File: src/rtl/vsc_pkg.sv
package vsc_pkg;

  // Map a big-endian bit number within a word to a little-endian index.
  function automatic int unsigned be_to_le(input int unsigned be_pos,
                                           input int unsigned word_w);
    return word_w - 1 - be_pos;
  endfunction

  typedef struct packed {
    logic mode;
    logic sat;
  } vsc_state_t;

endpackage

File: src/rtl/vsc_rst_sync.sv
module vsc_rst_sync #(
  parameter int unsigned STAGES = 2
) (
  input  logic clk,
  input  logic rst_n,
  output logic rst_sync_n
);
  logic [STAGES-1:0] chain_q;
  logic [STAGES-1:0] chain_d;

  always_comb begin
    chain_d = {chain_q[STAGES-2:0], 1'b1};
  end

  always_ff @(posedge clk or negedge rst_n) begin
    if (!rst_n) chain_q <= '0;
    else        chain_q <= chain_d;
  end

  assign rst_sync_n = chain_q[STAGES-1];

  initial begin
    stages_min_chk: assert (STAGES >= 2);
  end
endmodule

File: src/rtl/vsc_mode_reg.sv
module vsc_mode_reg (
  input  logic clk,
  input  logic rst_n,
  input  logic wr_en,
  input  logic wr_bit,
  output logic mode_q
);
  logic mode_d;

  always_comb begin
    mode_d = mode_q;
    if (wr_en) mode_d = wr_bit;
  end

  always_ff @(posedge clk or negedge rst_n) begin
    if (!rst_n) mode_q <= 1'b0;
    else        mode_q <= mode_d;
  end


  mode_load_chk: assert property (@(posedge clk) disable iff (!rst_n)
    wr_en |=> mode_q == $past(wr_bit));


  mode_hold_chk: assert property (@(posedge clk) disable iff (!rst_n)
    !wr_en |=> $stable(mode_q));
endmodule

File: src/rtl/vsc_sat_sticky.sv
module vsc_sat_sticky #(
  parameter int unsigned LANES = 16
) (
  input  logic             clk,
  input  logic             rst_n,
  input  logic             wr_en,
  input  logic             wr_bit,
  input  logic [LANES-1:0] sat_lanes,
  output logic             sat_q
);
  logic any_sat;
  logic base;
  logic sat_d;

  always_comb begin
    any_sat = |sat_lanes;
    base    = wr_en ? wr_bit : sat_q;
    sat_d   = base | any_sat;
  end

  always_ff @(posedge clk or negedge rst_n) begin
    if (!rst_n) sat_q <= 1'b0;
    else        sat_q <= sat_d;
  end


  sat_sticky_chk: assert property (@(posedge clk) disable iff (!rst_n)
    (sat_q && !wr_en) |=> sat_q);


  sat_event_chk: assert property (@(posedge clk) disable iff (!rst_n)
    (sat_lanes != '0) |=> sat_q);


  sat_clear_chk: assert property (@(posedge clk) disable iff (!rst_n)
    (wr_en && !wr_bit && sat_lanes == '0) |=> !sat_q);
endmodule

File: src/rtl/vsc_readout.sv
module vsc_readout #(
  parameter int unsigned VEC_W    = 128,
  parameter int unsigned MODE_IDX = 16,
  parameter int unsigned SAT_IDX  = 0
) (
  input  vsc_pkg::vsc_state_t state,
  output logic [VEC_W-1:0]    rd_data
);
  for (genvar i = 0; i < VEC_W; i++) begin : g_bit
    if (i == MODE_IDX) begin : g_mode
      assign rd_data[i] = state.mode;
    end else if (i == SAT_IDX) begin : g_sat
      assign rd_data[i] = state.sat;
    end else begin : g_rsvd
      assign rd_data[i] = 1'b0;
    end
  end
endmodule

File: src/rtl/vec_status_ctrl.sv
module vec_status_ctrl #(
  parameter int unsigned VEC_W       = 128,
  parameter int unsigned WORD_W      = 32,
  parameter int unsigned LANES       = 16,
  parameter int unsigned MODE_BE     = 15,
  parameter int unsigned SAT_BE      = 31,
  parameter int unsigned SYNC_STAGES = 2
) (
  input  logic             clk,
  input  logic             rst_n,
  input  logic             wr_en,
  input  logic [VEC_W-1:0] wr_data,
  input  logic [LANES-1:0] sat_lanes,
  output logic [VEC_W-1:0] rd_data,
  output logic             flush_mode
);
  localparam int unsigned MODE_IDX = vsc_pkg::be_to_le(MODE_BE, WORD_W);
  localparam int unsigned SAT_IDX  = vsc_pkg::be_to_le(SAT_BE, WORD_W);
  localparam logic [VEC_W-1:0] DEF_MASK =
    (VEC_W'(1) << MODE_IDX) | (VEC_W'(1) << SAT_IDX);

  logic                rst_sync_n;
  vsc_pkg::vsc_state_t state;

  vsc_rst_sync #(.STAGES(SYNC_STAGES)) u_rst (
    .clk        (clk),
    .rst_n      (rst_n),
    .rst_sync_n (rst_sync_n)
  );

  vsc_mode_reg u_mode (
    .clk    (clk),
    .rst_n  (rst_sync_n),
    .wr_en  (wr_en),
    .wr_bit (wr_data[MODE_IDX]),
    .mode_q (state.mode)
  );

  vsc_sat_sticky #(.LANES(LANES)) u_sat (
    .clk       (clk),
    .rst_n     (rst_sync_n),
    .wr_en     (wr_en),
    .wr_bit    (wr_data[SAT_IDX]),
    .sat_lanes (sat_lanes),
    .sat_q     (state.sat)
  );

  vsc_readout #(.VEC_W(VEC_W), .MODE_IDX(MODE_IDX), .SAT_IDX(SAT_IDX)) u_rd (
    .state   (state),
    .rd_data (rd_data)
  );

  assign flush_mode = state.mode;


  rsvd_zero_chk: assert property (@(posedge clk) disable iff (!rst_sync_n)
    (wr_en && (wr_data & ~DEF_MASK) != '0) |=> (rd_data & ~DEF_MASK) == '0);


  wr_sat_race_chk: assert property (@(posedge clk) disable iff (!rst_sync_n)
    (wr_en && sat_lanes != '0) |=> rd_data[SAT_IDX]);


  mode_no_sat_chk: assert property (@(posedge clk) disable iff (!rst_sync_n)
    (!wr_en && sat_lanes != '0) |=> flush_mode == $past(flush_mode));
endmodule

File: config.mk
export PLATFORM = sky130hd
export DESIGN_NAME = vec_status_ctrl
export DESIGN_NICKNAME = d
export VERILOG_FILES = /design/src/rtl/vsc_pkg.sv /design/src/rtl/vsc_rst_sync.sv /design/src/rtl/vsc_mode_reg.sv /design/src/rtl/vsc_sat_sticky.sv /design/src/rtl/vsc_readout.sv /design/src/rtl/vec_status_ctrl.sv
export SDC_FILE = /design/constraint.sdc
export NUM_CORES = 1
export LEC_CHECK = 0
export BUFFER_PORTS_ARGS = -buffer_cell sky130_fd_sc_hd__buf_2
export CAP_MARGIN = 10
export CORE_AREA = 5 5 104 106
export CTS_BUF_LIST = sky130_fd_sc_hd__clkbuf_16
export CTS_CLUSTER_DIAMETER = 50
export DETAILED_ROUTE_END_ITERATION = 16
export DIE_AREA = 0 0 109 111
export PLACE_DENSITY = 0.56
export SYNTH_ARGS = -nofsm -noshare
export SYNTH_HDL_FRONTEND = slang
export SYNTH_HIERARCHICAL = 1
export SYNTH_SLANG_ARGS = --single-unit
export TNS_END_PERCENT = 50
File: constraint.sdc
create_clock -name clk -period 1.8 [get_ports clk]
set_clock_uncertainty 0.15 [all_clocks]
set_input_delay 0.18 -clock clk [delete_from_list [all_inputs] [get_ports clk]]
set_output_delay 0.18 -clock clk [all_outputs]
set_load 0.02 [all_outputs]
==> results of run 1 <==
==> metrics by stage <==
stage / power [W] / instances / hold slack (ns) / utilization, %
after floorplan: 0.000552 / 267 / -0.266 / -
after global placement: 0.000368 / 295 / -0.184 / 9.50
after detailed placement: 0.000368 / 295 / -0.182 / 9.50
after CTS: 0.000720 / 300 / 0.0188 / 10.5
after global routing: 0.000758 / 300 / 0.0312 / 10.5
final: 0.000721 / 300 / 0.0163 / 10.5
==> path summary, 6_finish.rpt <==
path / start / end / slack, ns
worst max-delay path: u_mode/mode_q / rd_data[16] / 0.66
worst min-delay path: sat_lanes[11] / u_sat/sat_q / 0.02
worst max register to register: u_sat/sat_q / u_sat/sat_q / 0.79
worst min register to register: u_rst/chain_q[0] / u_rst/chain_q[1] / 0.19
max in group asynchronous: u_rst/chain_q[1] / u_sat/sat_q / 0.96
min in group asynchronous: rst_n / u_rst/chain_q[1] / 0.14
==> worst reg2reg max path, delay by kind of cell, from the launching register on <==
family           cells  cell delay, ns
flip-flops           1            0.38
multiplexers         1            0.11
AND/OR/NAND/NOR      2            0.24
==> kinds of logic (layout without fill, tap and decap cells) <==
kind of cell,after synthesis,in the layout,synth area share [%]
buffers and inverters,128,28,85.0
and+or+nand+nor,6,6,3.21
DFF,4,4,8.86
other,2,127,0.665
muxes,2,2,2.21
==> timing repair <==
item | in CTS | in global routing
hold buffers | 2 | 0
endpoints found under the setup margin | 0 | 0
gates resized for setup | 0 | 0
endpoints found under the hold margin | 4 | 0
==> layout by cell type (no fill, tap or decap), drive strengths merged <==
cell	instances
dlygate4sd3	2
nand3	1
dfrtp	4
clkbuf	3
and3	1
mux2i	1
nor4	4
buf	23
conb	127
mux2	1
==> cell type report <==
type	instances	area share [%]
repair buffers	25	13.3
flip-flops and latches	4	9.86
clock buffers	3	7.40
multi-input cells	135	53.0
well taps	133	16.4
==> power breakdown <==
group / internal (W) / total (W) / switching [W]
logic: 0.0000261 / 0.000282 / 0.000255
clock network: 0.000283 / 0.000341 / 0.0000578
registers: 0.0000951 / 0.0000984 / 0.00000323
total: 0.000405 / 0.000721 / 0.000317
==> layer usage <==
metal,vias to the layer above,track usage (%)
met5,-,0
met2,86,4.30
li1,232,-
met3,4,1.40
met4,2,1.52
met1,228,1.30
==> registers in the layout (all words and copies together) (netlist names) <==
| signal | count |
|---|---|
| u_sat/sat_q | 1 |
| u_rst/chain_q | 2 |
| u_mode/mode_q | 1 |
==> results.py, run 1 <==
metrics = {
    "run_status": {
        "status": "finished clean",
    },
    "logic_synthesis": {
        "ys_ff_latch": 4,
        "syn-cell-area_um2": 1130,
        "yosys_warnings": 6,
        "netlist.area_leader.share_pct": 85.0,
        "yosysMostFrequentCell": "buf_4",
        "synth_area_leaders": "buf_4 (85%), dfrtp_1 (8.9%), nor4_1 (2.2%)",
        "synth_flop_cell": "dfrtp_1",
        "async_flop_share_pct": 100,
        "syn-instance-count": 142,
        "synth_edf_count": 0,
        "synth_cell_types": 8,
        "yosys.area.top_type": "buf_4",
        "synth_common_cells": "buf_4 (128), dfrtp_1 (4), nor4_1 (4)",
        "synth_seq_area_share_pct": 8.86,
        "avgSynthCellArea_um2": 7.96,
    },
    "floorplanning": {
        "die_h_um": 111,
        "start_util_pct": 11.7,
        "die-area_um2": 12100,
        "ioPinCount": 276,
        "rows": 36,
        "die_w_um": 109,
        "core_area_um2": 9680,
    },
    "finish": {
        "antennaDiodeCount": 0,
        "design_area_um2": 1010,
        "areaGrowthSynthToFinish_pct": -10.2,
        "multi_input_area_um2": 538,
        "drive_gt1_share_pct": 16.2,
        "nFillCells": 1115,
        "nets": 316,
        "register_area_um2": 100,
    },
    "cts": {
        "post-cts-setup-buffers": 0,
        "cts.htree.levels": 1,
        "clock-sinks": 4,
        "clk_latency_ns": 0.22,
        "clockRootBuffer": "clkbuf_16",
        "cts.clk_slew.worst_paths_ns": 0.03,
        "numCtsBuffers": 3,
        "tritoncts": "built",
        "cts_buffer_depth": 2,
    },
    "global_route": {
        "first_global_vias": 455,
        "grtUsageTotal_pct": 2.19,
        "grt_max_degree": 4,
        "grt_overflow": 0,
        "grt_first_pass_wirelength_um": 2050,
        "antenna_found_initial": 1,
    },
    "setup_path": {
        "cpPeakStageDelay_ns": 0.41,
        "setup.worst_path.start_class": "flop",
        "crit_buf_inv": 1,
        "worstPathMaxFanout": 3,
        "cp_cell_sequence": "buf_2",
        "cp_slowest_cell": "dfrtp_1",
        "crit_type": "reg2out",
        "critPathTopFamily": "flip-flops",
        "end_kind": "primary output",
        "cp.depth": 1,
        "reg2reg_depth": 3,
        "cp.arrival_ns": 0.81,
        "required_ns": 1.47,
    },
    "timing": {
        "setup_slack_ns": 0.665,
        "finalCritPeriodShare_pct": 63.1,
        "layout_min_cycle_time_ns": 1.14,
        "grt_setup_unrepaired": "no",
        "fmax_mhz": 881,
        "hold_viol": 0,
        "final.setup.tns_ns": 0,
        "setup_viol_count_final": 0,
        "finalMaxSlewViolations": 0,
    },
    "routing": {
        "vias_per_cell": 1.84,
        "wl_met3_um": 506,
        "wl_per_cell_um": 6.07,
        "ant_nets": 0,
        "finalWirelength_um": 1820,
        "drt_pre_antenna_iters": 1,
        "wl_met1_um": 334,
        "num_vias": 552,
        "routed-wl-met2_um": 952,
        "drc_errors": 0,
        "first_iter_violations": 0,
        "top_layer": "met5",
    },
    "placed_design": {
        "place_area_um2": 920,
        "dp_hpwl_um": 1680,
        "place_ws_ns": 0.654,
        "io_buffers": 23,
        "place_congestion": 0.520,
    },
    "hold_path": {
        "hold_class": "in2reg",
        "holdPathStages": 3,
    },
    "power_and_ir_drop": {
        "power_density_nw_per_um2": 711,
        "power_leakage_nw": 0.612,
        "peakVddDrop_mv": 0.294,
    },
    "job": {
        "max-cap-violations": 0,
    },
}
(Power assumes the default switching activity.)
==> run 2, diff against run 1 <==
CORE_AREA = 5 5 103 105   (was 5 5 104 106)
DIE_AREA = 0 0 108 110   (was 0 0 109 111)
PLACE_DENSITY = 0.57   (was 0.56)
clock period = 1.1 ns   (was 1.8 ns; I/O delays follow)
==> results.py, run 2 (synthesis gave the netlist of run 1 again) <==
metrics = {
    "global_route": {
        "grt_overflow": 0,
        "grt_max_degree": 4,
        "antenna_found_initial": 0,
        "grtUsageTotal_pct": 1.95,
        "grt_first_pass_wirelength_um": 1690,
        "first_global_vias": 435,
    },
    "cts": {
        "clockRootBuffer": "clkbuf_16",
        "post_cts_resized": 0,
        "cts.htree.levels": 1,
        "clock-sinks": 4,
        "tritoncts": "built",
        "cts_buffer_depth": 2,
        "numCtsBuffers": 3,
        "post-cts-setup-buffers": 0,
        "cts.clk_slew.worst_paths_ns": 0.03,
        "clk_latency_ns": 0.22,
        "cts_hold_buf": 3,
    },
    "timing": {
        "grt_setup_unrepaired": "no",
        "hold_viol": 1,
        "finalMaxSlewViolations": 0,
        "whs_ns": -0.0549,
        "finalCritPeriodShare_pct": 95.2,
        "layout_min_cycle_time_ns": 1.05,
        "fmax_mhz": 955,
        "setup_viol_count_final": 0,
    },
    "power_and_ir_drop": {
        "power_density_nw_per_um2": 1160,
        "finalPower_w": 0.00119,
        "peakVddDrop_mv": 0.315,
        "power_leakage_nw": 0.616,
    },
    "finish": {
        "mostFrequentLayoutCells": "conb_1 (127), buf_2 (23), dfrtp_1 (4), nor4_1 (4)",
        "reg_top3": "u_rst/chain_q x2, u_mode/mode_q x1, u_sat/sat_q x1",
        "antennaDiodeCount": 0,
        "areaGrowthSynthToFinish_pct": -9.30,
        "layout_commonest_cell": "conb_1",
        "largest_reg_flops": 2,
        "nets": 317,
        "layoutNonFillerInstCount": 301,
        "largest_register": "u_rst/chain_q",
        "drive_gt1_share_pct": 16.1,
    },
    "setup_path": {
        "rr_endpoint": "u_sat/sat_q",
        "setup.worst_path.start_class": "input pin",
        "r2r_start": "u_sat/sat_q",
        "worstPathMaxFanout": 1,
        "required_ns": 1.05,
        "r2r_setup_slack_ns": 0.11,
        "crit_type": "in2reg",
        "cp.arrival_ns": 1.00,
        "cp-startpoint": "wr_data[16]",
        "end_kind": "flop",
        "reg2reg_depth": 3,
    },
    "routing": {
        "vias_per_cell": 1.84,
        "ant_nets": 0,
        "drc_errors": 0,
        "wl_per_cell_um": 6.18,
        "finalWirelength_um": 1860,
        "drt_pre_antenna_iters": 1,
        "first_iter_violations": 0,
        "num_vias": 553,
    },
    "floorplanning": {
        "ioPinCount": 276,
        "die_w_um": 108,
        "die_h_um": 110,
        "rows": 36,
        "core_area_um2": 9550,
        "die-area_um2": 11900,
        "start_util_pct": 11.8,
    },
    "hold_path": {
        "whs_endpoint": "u_sat/sat_q",
        "holdPathStages": 3,
        "min_from": "sat_lanes[2]",
        "hold_class": "in2reg",
    },
    "placed_design": {
        "dp.cells": 295,
        "io_buffers": 23,
        "place_congestion": 0.538,
        "dp_hpwl_um": 1760,
    },
    "run_status": {
        "status": "finished with violations",
        "violations": "hold timing",
    },
    "job": {
        "max-cap-violations": 0,
    },
}
## run 2: power by group
group | switching [W] | leakage [nW] | internal (W)
Clock | 0.000100 | 0.0370 | 0.000464
Combinational | 0.000420 | 0.535 | 0.0000451
Sequential | 0.00000306 | 0.0437 | 0.000156
## run 2: worst max-delay path by stage
stage	endpoint	slack, ns
2_1_floorplan	u_mode/mode_q	0.10
3_3_place_gp	u_sat/sat_q	-0.0004
3_5_place_dp	u_sat/sat_q	-0.007
4_1_cts	u_mode/mode_q	0.05
5_1_grt	u_mode/mode_q	0.04
6_report	u_mode/mode_q	0.05
## run 2: final cells by class
cell class / instances / area [um^2]
Clock buffer: 3 / 75.1
Timing Repair Buffer: 26 / 145
Tap cell: 133 / 166
Multi-Input combinational cell: 135 / 538
Sequential cell: 4 / 100
Fill cell: 1118 / 8520
## run 2: critical path: stages
cell and delay, ns:
dlygate4sd3_1 0.53, buf_2 0.12, mux2_4 0.25
## run 2: metal layers
metal / vias up / wire length (um) / track usage (%)
met4: 0 / 44 / 1.89
met1: 225 / 424 / 1.51
met5: - / 0 / 0
li1: 234 / - / -
met3: 5 / 479 / 0.990
met2: 89 / 913 / 3.46
## run 2: stage by stage
stage               hold slack (ns)  util (%)  cell area (um^2)   TNS [ns]  setup slack [ns]
floorplan                    -0.336         -              1600          0             0.102
detailed placement           -0.253      9.63               920   -0.00696          -0.00696
CTS                         -0.0509      10.7              1020          0            0.0494
global placement             -0.254      9.63               920  -0.000378         -0.000378
global route                -0.0433      10.7              1020          0            0.0371
finish                      -0.0549      10.7              1020          0            0.0531
==> run 3, diff against run 2 <==
MAX_ROUTING_LAYER = met4   (was unset)
==> results.py, run 3 (synthesis gave the netlist of run 1 again) <==
metrics = {
    "run_status": {
        "status": "finished with violations",
        "violations": "hold timing",
    },
    "floorplanning": {
        "die-area_um2": 11900,
        "die_w_um": 108,
        "ioPinCount": 276,
        "core_area_um2": 9550,
        "die_h_um": 110,
        "rows": 36,
        "start_util_pct": 11.8,
    },
    "routing": {
        "drt_pre_antenna_iters": 2,
        "finalWirelength_um": 1860,
        "num_vias": 549,
        "routed-wl-met2_um": 934,
        "drc_errors": 0,
        "ant_nets": 0,
        "top_layer": "met4",
        "wl_met3_um": 466,
        "wl_per_cell_um": 6.17,
        "wl_met1_um": 431,
        "first_iter_violations": 4,
        "vias_per_cell": 1.82,
    },
    "hold_path": {
        "whs_endpoint": "u_sat/sat_q",
        "holdPathStages": 3,
        "hold_class": "in2reg",
        "min_from": "sat_lanes[2]",
    },
    "timing": {
        "fmax_mhz": 953,
        "setup_viol_count_final": 0,
        "whs_ns": -0.0540,
        "grt_setup_unrepaired": "no",
        "finalMaxSlewViolations": 0,
        "layout_min_cycle_time_ns": 1.05,
        "finalCritPeriodShare_pct": 95.3,
        "hold_viol": 1,
    },
    "power_and_ir_drop": {
        "peakVddDrop_mv": 0.315,
        "finalPower_w": 0.00119,
        "power_leakage_nw": 0.616,
        "power_density_nw_per_um2": 1160,
    },
    "setup_path": {
        "reg2reg_depth": 3,
        "setup.worst_path.start_class": "input pin",
        "cp.arrival_ns": 1.00,
        "required_ns": 1.05,
        "r2r_setup_slack_ns": 0.11,
        "r2r_start": "u_sat/sat_q",
        "worstPathMaxFanout": 1,
        "end_kind": "flop",
        "rr_endpoint": "u_sat/sat_q",
        "crit_type": "in2reg",
    },
    "placed_design": {
        "io_buffers": 23,
        "dp_hpwl_um": 1760,
        "place_congestion": 0.539,
    },
    "global_route": {
        "grtUsageTotal_pct": 2.01,
        "grt_max_degree": 4,
        "grt_overflow": 0,
        "antenna_found_initial": 0,
        "grt_first_pass_wirelength_um": 1690,
        "first_global_vias": 435,
    },
    "cts": {
        "clockRootBuffer": "clkbuf_16",
        "post_cts_resized": 0,
        "clock-sinks": 4,
        "numCtsBuffers": 3,
        "clk_latency_ns": 0.22,
        "cts_hold_buf": 3,
        "cts_buffer_depth": 2,
        "tritoncts": "built",
        "cts.clk_slew.worst_paths_ns": 0.03,
        "cts.htree.levels": 1,
    },
    "finish": {
        "reg_top3": "u_rst/chain_q x2, u_mode/mode_q x1, u_sat/sat_q x1",
        "mostFrequentLayoutCells": "conb_1 (127), buf_2 (23), dfrtp_1 (4), nor4_1 (4)",
        "drive_gt1_share_pct": 16.1,
        "layout_commonest_cell": "conb_1",
        "nets": 317,
        "antennaDiodeCount": 0,
        "largest_register": "u_rst/chain_q",
        "largest_reg_flops": 2,
        "areaGrowthSynthToFinish_pct": -9.30,
    },
    "job": {
        "max-cap-violations": 0,
    },
}
run 3: cell counts in the layout (fill, tap and decap cells not counted):
Identical to the previous run, type by type.
run 3: worst max path at each step:
| stage | endpoint | start | cells after the start |
|---|---|---|---|
| 2_1_floorplan | u_mode/mode_q | u_mode/mode_q | 1 |
| 3_3_place_gp | u_sat/sat_q | sat_lanes[3] | 4 |
| 3_5_place_dp | u_sat/sat_q | sat_lanes[3] | 4 |
| 4_1_cts | u_mode/mode_q | wr_data[16] | 3 |
| 5_1_grt | u_mode/mode_q | wr_data[16] | 3 |
| 6_report | u_mode/mode_q | wr_data[16] | 3 |
run 3: routing by layer:
metal	vias to the layer above	track usage, %
met2	86	3.46
met4	0	1.89
met3	4	0.874
met1	225	1.58
met5	-	-
li1	234	-
run 3: layout make-up:
| class | count | area [um^2] |
|---|---|---|
| clock buffer | 3 | 75.1 |
| fill | 1118 | 8520 |
| multi-input combinational | 135 | 538 |
| sequential | 4 | 100 |
| tap | 133 | 166 |
| timing repair buffer | 26 | 145 |
run 3: critical path, cell delays in order:
cell	delay [ns]
dlygate4sd3_1	0.53
buf_2	0.12
mux2_4	0.25
run 3: per-stage QoR:
step	util [%]	instances	worst slack [ns]	setup TNS (ns)	area, um^2
detailed placement	9.63	295	-0.00696	-0.00696	920
finish	10.7	301	0.0512	0	1020
global route	10.7	301	0.0371	0	1020
CTS	10.7	301	0.0494	0	1020
floorplan	-	267	0.102	0	1600
global placement	9.63	295	-0.000378	-0.000378	920
run 3: repair_timing:
item | CTS | global route
endpoints found under the setup margin | 0 | 0
hold endpoints to repair | 6 | 1
buffers inserted | 0 | 0
run 3: power by group:
part	internal, W	switching [W]	total [W]
sequential	0.000156	0.00000305	0.000159
combinational	0.0000451	0.000420	0.000465
clock	0.000464	0.0000985	0.000562
